## config.mk

```make
export PLATFORM = sky130hd
export DESIGN_NAME = jtag_ir_scan
export DESIGN_NICKNAME = d
export VERILOG_FILES = /design/src/rtl/jis_pkg.sv /design/src/rtl/jis_tck_gen.sv /design/src/rtl/jis_seq.sv /design/src/rtl/jtag_ir_scan.sv
export SDC_FILE = /design/constraint.sdc
export NUM_CORES = 1
export LEC_CHECK = 0
export CAP_MARGIN = 10
export CORE_ASPECT_RATIO = 1.1
export CORE_MARGIN = 2
export CORE_UTILIZATION = 39
export DETAILED_ROUTE_END_ITERATION = 6
export GPL_TIMING_DRIVEN = 0
export SYNTH_ARGS = -nofsm -noshare
export SYNTH_HDL_FRONTEND = slang
export SYNTH_SLANG_ARGS = --single-unit
export TNS_END_PERCENT = 100
```

## constraint.sdc

```tcl
create_clock -name clk -period 5.7 [get_ports clk]
set_clock_uncertainty 0.2 [all_clocks]
set_input_delay 1.14 -clock clk [delete_from_list [all_inputs] [get_ports clk]]
set_output_delay 1.14 -clock clk [all_outputs]
set_load 0.03 [all_outputs]
```

## src/rtl/jis_pkg.sv

```systemverilog
package jis_pkg;
  typedef enum logic [1:0] {ST_IDLE, ST_LOAD, ST_WAIT} seq_st_t;
  typedef enum logic [2:0] {PH_HDR, PH_PRE, PH_TGT, PH_POST, PH_TAIL} seq_ph_t;
endpackage

```

## src/rtl/jis_tck_gen.sv

```systemverilog
module jis_tck_gen #(
  parameter int HALF_CYC = 2
) (
  input  logic clk,
  input  logic rst_n,
  input  logic load,
  input  logic tms_in,
  input  logic tdi_in,
  output logic bit_end,
  output logic tck,
  output logic tms,
  output logic tdi
);
  localparam int TW = (HALF_CYC > 1) ? $clog2(HALF_CYC) : 1;
  localparam logic [TW-1:0] TLAST = TW'(HALF_CYC - 1);

  logic          act_q, act_d, hi_q, hi_d, tck_q, tck_d, tms_q, tms_d, tdi_q, tdi_d;
  logic [TW-1:0] tmr_q, tmr_d;

  assign bit_end = act_q & hi_q & (tmr_q == TLAST);

  always_comb begin
    act_d = act_q; hi_d = hi_q; tck_d = tck_q;
    tms_d = tms_q; tdi_d = tdi_q; tmr_d = tmr_q;
    if (load) begin
      act_d = 1'b1; hi_d = 1'b0; tck_d = 1'b0;
      tms_d = tms_in; tdi_d = tdi_in; tmr_d = '0;
    end else if (act_q) begin
      if (tmr_q == TLAST) begin
        tmr_d = '0;
        if (!hi_q) begin
          hi_d  = 1'b1;
          tck_d = 1'b1;
        end else begin
          act_d = 1'b0;
        end
      end else begin
        tmr_d = tmr_q + 1'b1;
      end
    end
  end

  always_ff @(posedge clk or negedge rst_n) begin
    if (!rst_n) begin
      act_q <= 1'b0; hi_q <= 1'b0; tck_q <= 1'b1;
      tms_q <= 1'b0; tdi_q <= 1'b1; tmr_q <= '0;
    end else begin
      act_q <= act_d; hi_q <= hi_d; tck_q <= tck_d;
      tms_q <= tms_d; tdi_q <= tdi_d; tmr_q <= tmr_d;
    end
  end

  assign tck = tck_q;
  assign tms = tms_q;
  assign tdi = tdi_q;
endmodule

```

## src/rtl/jis_seq.sv

```systemverilog
module jis_seq
  import jis_pkg::*;
#(
  parameter int IR_W  = 32,
  parameter int CNT_W = 8,
  parameter int LEN_W = 6
) (
  input  logic             clk,
  input  logic             rst_n,
  input  logic             start,
  input  logic [IR_W-1:0]  ir_value,
  input  logic [CNT_W-1:0] pre_bits,
  input  logic [LEN_W-1:0] ir_len,
  input  logic [CNT_W-1:0] post_bits,
  input  logic             bit_end,
  output logic             load,
  output logic             bit_tms,
  output logic             bit_tdi,
  output logic             busy,
  output logic             done,
  output logic             err
);
  seq_st_t          st_q, st_d;
  seq_ph_t          ph_q, ph_d;
  logic [CNT_W-1:0] cnt_q, cnt_d, pre_q, pre_d, len_q, len_d, post_q, post_d;
  logic [IR_W-1:0]  sr_q, sr_d;
  logic             done_q, done_d, err_q, err_d, last_bit, len_bad;

  assign len_bad  = (ir_len == '0) || (int'(ir_len) > IR_W);
  assign last_bit = (ph_q == PH_TAIL) && (cnt_q == CNT_W'(1));

  always_comb begin
    bit_tms = 1'b0;
    bit_tdi = 1'b1;
    case (ph_q)
      PH_HDR:  bit_tms = (cnt_q < CNT_W'(2));
      PH_TGT:  begin
        bit_tdi = sr_q[0];
        bit_tms = (cnt_q == len_q - 1'b1) && (post_q == '0);
      end
      PH_POST: bit_tms = (cnt_q == post_q - 1'b1);
      PH_TAIL: bit_tms = (cnt_q == '0);
      default: ;
    endcase
  end

  always_comb begin
    st_d = st_q; ph_d = ph_q; cnt_d = cnt_q; sr_d = sr_q;
    pre_d = pre_q; len_d = len_q; post_d = post_q;
    done_d = 1'b0; err_d = 1'b0;
    case (st_q)
      ST_IDLE: if (start) begin
        if (len_bad) begin
          done_d = 1'b1;
          err_d  = 1'b1;
        end else begin
          st_d = ST_LOAD; ph_d = PH_HDR; cnt_d = '0; sr_d = ir_value;
          pre_d = pre_bits; len_d = CNT_W'(ir_len); post_d = post_bits;
        end
      end
      ST_LOAD: st_d = ST_WAIT;
      ST_WAIT: if (bit_end) begin
        if (last_bit) begin
          st_d   = ST_IDLE;
          done_d = 1'b1;
        end else begin
          st_d  = ST_LOAD;
          cnt_d = cnt_q + 1'b1;
          case (ph_q)
            PH_HDR: if (cnt_q == CNT_W'(3)) begin
              cnt_d = '0;
              ph_d  = (pre_q != '0) ? PH_PRE : PH_TGT;
            end
            PH_PRE: if (cnt_q == pre_q - 1'b1) begin
              cnt_d = '0; ph_d = PH_TGT;
            end
            PH_TGT: begin
              sr_d = sr_q >> 1;
              if (cnt_q == len_q - 1'b1) begin
                cnt_d = '0;
                ph_d  = (post_q != '0) ? PH_POST : PH_TAIL;
              end
            end
            PH_POST: if (cnt_q == post_q - 1'b1) begin
              cnt_d = '0; ph_d = PH_TAIL;
            end
            default: ;
          endcase
        end
      end
      default: st_d = ST_IDLE;
    endcase
  end

  always_ff @(posedge clk or negedge rst_n) begin
    if (!rst_n) begin
      st_q <= ST_IDLE; ph_q <= PH_HDR; cnt_q <= '0; sr_q <= '0;
      pre_q <= '0; len_q <= '0; post_q <= '0; done_q <= 1'b0; err_q <= 1'b0;
    end else begin
      st_q <= st_d; ph_q <= ph_d; cnt_q <= cnt_d; sr_q <= sr_d;
      pre_q <= pre_d; len_q <= len_d; post_q <= post_d; done_q <= done_d; err_q <= err_d;
    end
  end

  assign load = (st_q == ST_LOAD);
  assign busy = (st_q != ST_IDLE);
  assign done = done_q;
  assign err  = err_q;
endmodule

```

## src/rtl/jtag_ir_scan.sv

```systemverilog
module jtag_ir_scan #(
  parameter int HALF_CYC = 2,
  parameter int IR_W     = 32,
  parameter int CNT_W    = 8,
  parameter int LEN_W    = 6
) (
  input  logic             clk,
  input  logic             rst_n,
  input  logic             start,
  input  logic [IR_W-1:0]  ir_value,
  input  logic [CNT_W-1:0] pre_bits,
  input  logic [LEN_W-1:0] ir_len,
  input  logic [CNT_W-1:0] post_bits,
  output logic             busy,
  output logic             done,
  output logic             err,
  output logic             tck,
  output logic             tms,
  output logic             tdi
);
  logic load, bit_tms, bit_tdi, bit_end;

  jis_seq #(.IR_W(IR_W), .CNT_W(CNT_W), .LEN_W(LEN_W)) u_seq (
    .clk(clk), .rst_n(rst_n), .start(start), .ir_value(ir_value),
    .pre_bits(pre_bits), .ir_len(ir_len), .post_bits(post_bits),
    .bit_end(bit_end), .load(load), .bit_tms(bit_tms), .bit_tdi(bit_tdi),
    .busy(busy), .done(done), .err(err)
  );

  jis_tck_gen #(.HALF_CYC(HALF_CYC)) u_gen (
    .clk(clk), .rst_n(rst_n), .load(load), .tms_in(bit_tms), .tdi_in(bit_tdi),
    .bit_end(bit_end), .tck(tck), .tms(tms), .tdi(tdi)
  );
endmodule

```

Yosys cells after proc, flatten, opt, wreduce, memory -nomap -nowiden:

Cells that the tools add are included.

* flip-flop bits (word level): 75
* word-level logic and storage cells: 123
* input port bits: 57
* output and inout bits: 6

* $lt $le $gt $ge: 2
* equal/unequal tests: 22
* muxes and demuxes: 55
* reductions and logical operators: 21
* $add $sub $neg: 5
* bitwise operators: 3

Operators with widths (number)
* $mux W32: 5
* $mux W8: 8
* $pmux W32 S2: 1
* $pmux W8 S4: 1
* $mux W3: 9
* $eq A8 B8 Y1: 3
* $mux W1: 21
* $logic_not A8 Y1: 2
* $pmux W8 S2: 1
* $reduce_bool A8 Y1: 2
* $sub A8 B1 Y8 const B: 2
* $ne A2 B2 Y1 const B: 6
* $ne A3 B2 Y1 const B: 4
* $pmux W3 S4: 1
* $reduce_and A10 Y1: 1
* $reduce_and A3 Y1: 3
* $add A8 B1 Y8 const B: 1
* $eq A8 B1 Y1 const B: 1
* $eq A8 B2 Y1 const B: 1
* $lt A8 B2 Y1 const B: 1
* $mux W2: 4
* $reduce_bool A2 Y1: 4
* $sub A6 B1 Y7 const B: 1
* $eq A3 B2 Y1 const B: 2
* other kinds (21): 23

Longest topological paths before layout:

* word-level depth: 7
* gate-level depth with buffers: 11
* gate-level depth less buffers: 9

By module:

From an unflattened synthesis, not the netlist that was laid out.

* cell total of the unflattened synthesis: 421
* area, all modules: 4235.3 µm²

Modules (own cells, without submodules)
* jis_seq: times used 1, sequential area each 1726.7 µm², cells each 403, area each 4003.8 µm²
* jis_tck_gen: times used 1, sequential area each 152.6 µm², cells each 18, area each 231.5 µm²

Worst setup path before layout:

OpenSTA, ideal clock, no wires.

* kind: input to register
* start: in ir_len[0]
* end: reg u_seq.len_q[0]
* setup time: 0.125 ns
* required time: 5.375 ns
* path slack: 2.507 ns
* path buffers: 1
* stages: 6
* arrival time: 2.869 ns
* path through: or4_4 > or3_1 > and2_4 > nand3_1 > buf_2 > mux2_2

* longest elaborated chain between the ends: 4
* elaborated cells between the ends (all ways): 5
* those cells by class: order compare: 1; bitwise: 1; reduce/logical: 3

Ends and longest elaborated chain
* start: declaration: line jtag_ir_scan.sv:12 `input logic [LEN_W-1:0] ir_len,`
* $gt A6 B6 Y1 or $logic_not A6 Y1 (tied branches): line jis_seq.sv:29 `assign len_bad = (ir_len == '0) || (int'(ir_len) > IR_W);`
* $logic_or A1 B1 Y1: line jis_seq.sv:29
* $not A1 Y1 (no source line)
* $reduce_and A3 Y1 (no source line)
* end signal: assignment: line jis_seq.sv:101 `pre_q <= pre_d; len_q <= len_d; post_q <= post_d; done_q <= done_d; err_q <= err_d;`
* end: declaration: line jis_seq.sv:25 `logic [CNT_W-1:0] cnt_q, cnt_d, pre_q, pre_d, len_q, len_d, post_q, post_d;`

Parallel ways exist; a longest one is shown, timed or not.
A chain may end at the register's enable or synchronous reset.

Worst setup path in the final report:

Ends and elaborated chain as after synthesis.

==> flow_summary.toml <==
[outcome]
outcome = "complete, no violations"

[sta]
min_period_over_period_pct = 63.7
relSlewSlack_pct = 50.5
hold_viol = 0
fmax_mhz = 276
drv_slew = 0
rsz0062_at_grt = "no"
worst_pin_slew_ns = 0.743
setup_violations = 0
setup_tns_ns = 0
min_period_ns = 3.63

[grt]
grt.total_usage_pct = 17.0
antenna_found_initial = 0
grt_pass1_vias = 3420
grt_first_pass_wirelength_mm = 16.1
grt_overflow_total = 0
grt_max_degree = 50

[worst_hold_path]
holdPathEnd = "u_seq.sr_q[2]$_DFFE_PN0P_"
whs_path_depth = 2
holdCritStartpoint = "u_seq.sr_q[2]$_DFFE_PN0P_"
min_path_type = "reg -> reg"

[clock_network]
cts.sinks = 75
cts.path.max_buffers = 2
clock-root-buffer = "clkbuf_16"
cts_buffers = 9
postCtsSetupBuffers = 0
cts_resized = 0
htreeDepth = 3
cts_hold_buf = 0
clock_latency_ns = 0.34
path_clk_slew_ns = 0.06
cts_tree = "done"

[place]
dp_hpwl_mm = 7.15
numPortBuffers = 62
place_congestion = 0.829

[setup_path]
r2r_end = "u_seq.cnt_q[7]$_DFFE_PN0P_"
critPathKind = "in -> reg"
cp_slowest_cell = "or4_4"
arrival_ns = 3.65
reg2reg_slack_ns = 2.86
critPathRequiredTime_ns = 5.72
reg2reg_depth = 8
slowest_delay_ns = 0.55
r2r-start = "u_seq.len_q[0]$_DFFE_PN0P_"
start_kind = "primary input"
end_kind = "flop"
cpLargestDelayFamily = "simple AND/OR/NAND/NOR gates"
worst-path-max-fanout = 10
path_cells = "clkdlybuf4s50_1, or4_4, or3_1, and2_4, nand3_1, buf_2, mux2_2"
crit_buf_inv = 2

[yosys]
async_flop_share_pct = 100
synth_fa_ha_area_share_pct = 2.33
synth_top_family_by_area = "simple AND/OR/NAND/NOR gates"
syn-cell-area_mm2 = 0.00430
ys_seq_area_share_pct = 43.7
syn_area_per_cell_um2 = 9.78
synth_edf_count = 0
synth_xor_area_share_pct = 6.31
yosysWarnings = 0
synth_nets = 505
synth-simple-area-share_pct = 17.4
synth_cell_type_count = 61
synth.mux.area_fraction_pct = 13.2
synthFlopType = "dfrtp_1"
synth_cells = 440
ys_ff_latch = 75
synth_compound_area_share_pct = 12.6

[die]
dieArea_mm2 = 0.0119
core_mm2 = 0.0109
die_y_um = 114
die_w_um = 104
io_pins = 63
row_count = 40
floorplan.initialDensity_pct = 39.6

[layout]
layout_common_cells = "73 x dfrtp_1, 61 x clkdlybuf4s50_1, 51 x nand2_1"
nNetsFinal = 579
area_delta_synth_final_pct = 26.2
num_antenna_cells = 0
utilization_pct = 50.0
drive_gt1_share_pct = 10.6
fillerInstances = 1014
final_common_cell = "dfrtp_1"

[pwr]
vdd_drop_max_mv = 0.206
p_leak_nw = 2.44
intPower_w = 0.00160
power.switching_w = 0.000962
combPwrFrac_pct = 40.7
swShare_pct = 37.5
power_density_mw_per_mm2 = 472
power.total_w = 0.00256
p_clk_share_pct = 22.2
pwr-share-seq_pct = 37.1

[detailed_routing]
routed_wl_mm = 9.62
firstDrtPassIters = 4
viasPerCell = 5.08
drcViolationCount = 0
detail_route.iter0.violations = 98
wl_per_cell_um = 14.4
final_antenna_net_count = 0
vias = 3382

[job]
drv_cap = 0
[layout make-up]
cell class / count / area, um^2 / share of cell area (%)
clock inverters: 5 / 53.8 / 0.991
well taps: 147 / 184 / 3.39
flip-flops and latches: 75 / 1880 / 34.6
multi-input cells: 322 / 2230 / 41.0
clock buffers: 11 / 243 / 4.47
inverters: 16 / 60.1 / 1.11
plain buffers: 27 / 136 / 2.51
repair buffers: 63 / 646 / 11.9
[power groups by stage]
| stage | combinational (W) | sequential [W] | clock (W) |
|---|---|---|---|
| after global placement | 0.00103 | 0.000949 | 0 |
| after floorplan | 0.000789 | 0.000932 | 0 |
| after global routing | 0.00117 | 0.000983 | 0.000607 |
| after detailed placement | 0.00106 | 0.000956 | 0 |
| final | 0.00104 | 0.000950 | 0.000570 |
| after CTS | 0.00106 | 0.000950 | 0.000585 |
[metal layers]
layer	track usage (%)	wire, um
met5	0	0
met4	8.02	183
met3	4.50	500
met2	29.1	4710
met1	20.0	4230
[cells by family after synthesis]
group	after synthesis
simple gates	145
compound gates	84
flops	75
mux	54
buf+inv	43
xor+xnor	31
fa+ha+maj	8
[worst min-delay path: cells and delay by family (launching register included)]
family / cells / cell delay (ns)
flip-flops: 1 / 0.34
AND/OR/NAND/NOR: 1 / 0.05
AO/OA/AOI/OAI: 1 / 0.06
[cell usage after synthesis (9+ instances only)]
| cell type | instances | area, um^2 |
|---|---|---|
| dfrtp_1 | 73 | 1830 |
| nand2_1 | 51 | 191 |
| o21ai_1 | 36 | 180 |
| mux2i_1 | 32 | 320 |
| nor2_1 | 29 | 109 |
| xnor2_1 | 18 | 158 |
| buf_2 | 16 | 80.1 |
| inv_1 | 16 | 60.1 |
| mux2_1 | 14 | 158 |
| xor2_1 | 13 | 114 |
| nor3_1 | 11 | 55.1 |
| o21ai_0 | 10 | 50.1 |
| a21oi_1 | 9 | 45.0 |
[metrics by stage]
step                      cell area [um^2]  hold slack (ns)  instances  setup WS, ns
after floorplan                       4300            0.255        440          2.51
after global placement                5110            0.267        649         0.589
after detailed placement              5130            0.275        650          1.68
after CTS                             5430            0.288        666          2.03
after global routing                  5430            0.311        666          1.98
final                                 5430            0.283        666          2.07
[how the worst max path moves through the flow]
stage / slack, ns / endpoint / depth (start not counted) / startpoint
floorplan: 2.51 / u_seq.len_q[0]$_DFFE_PN0P_ / 6 / ir_len[0]
global placement: 0.59 / u_seq.sr_q[3]$_DFFE_PN0P_ / 1 / rst_n
detailed placement: 1.68 / u_seq.len_q[0]$_DFFE_PN0P_ / 7 / ir_len[0]
CTS: 2.03 / u_seq.len_q[0]$_DFFE_PN0P_ / 7 / ir_len[0]
global route: 1.98 / u_seq.len_q[2]$_DFFE_PN0P_ / 7 / ir_len[0]
finish: 2.07 / u_seq.len_q[0]$_DFFE_PN0P_ / 7 / ir_len[0]
[state kept, by name (all words and copies together) (netlist names), 2 cells and up]
| name | count |
|---|---|
| u_seq.cnt_q | 8 |
| u_seq.pre_q | 8 |
| u_seq.len_q | 6 |
| u_seq.sr_q | 32 |
| u_seq.ph_q | 3 |
| u_seq.st_q | 2 |
| u_seq.post_q | 8 |
Power figures use the tool's default switching activity.
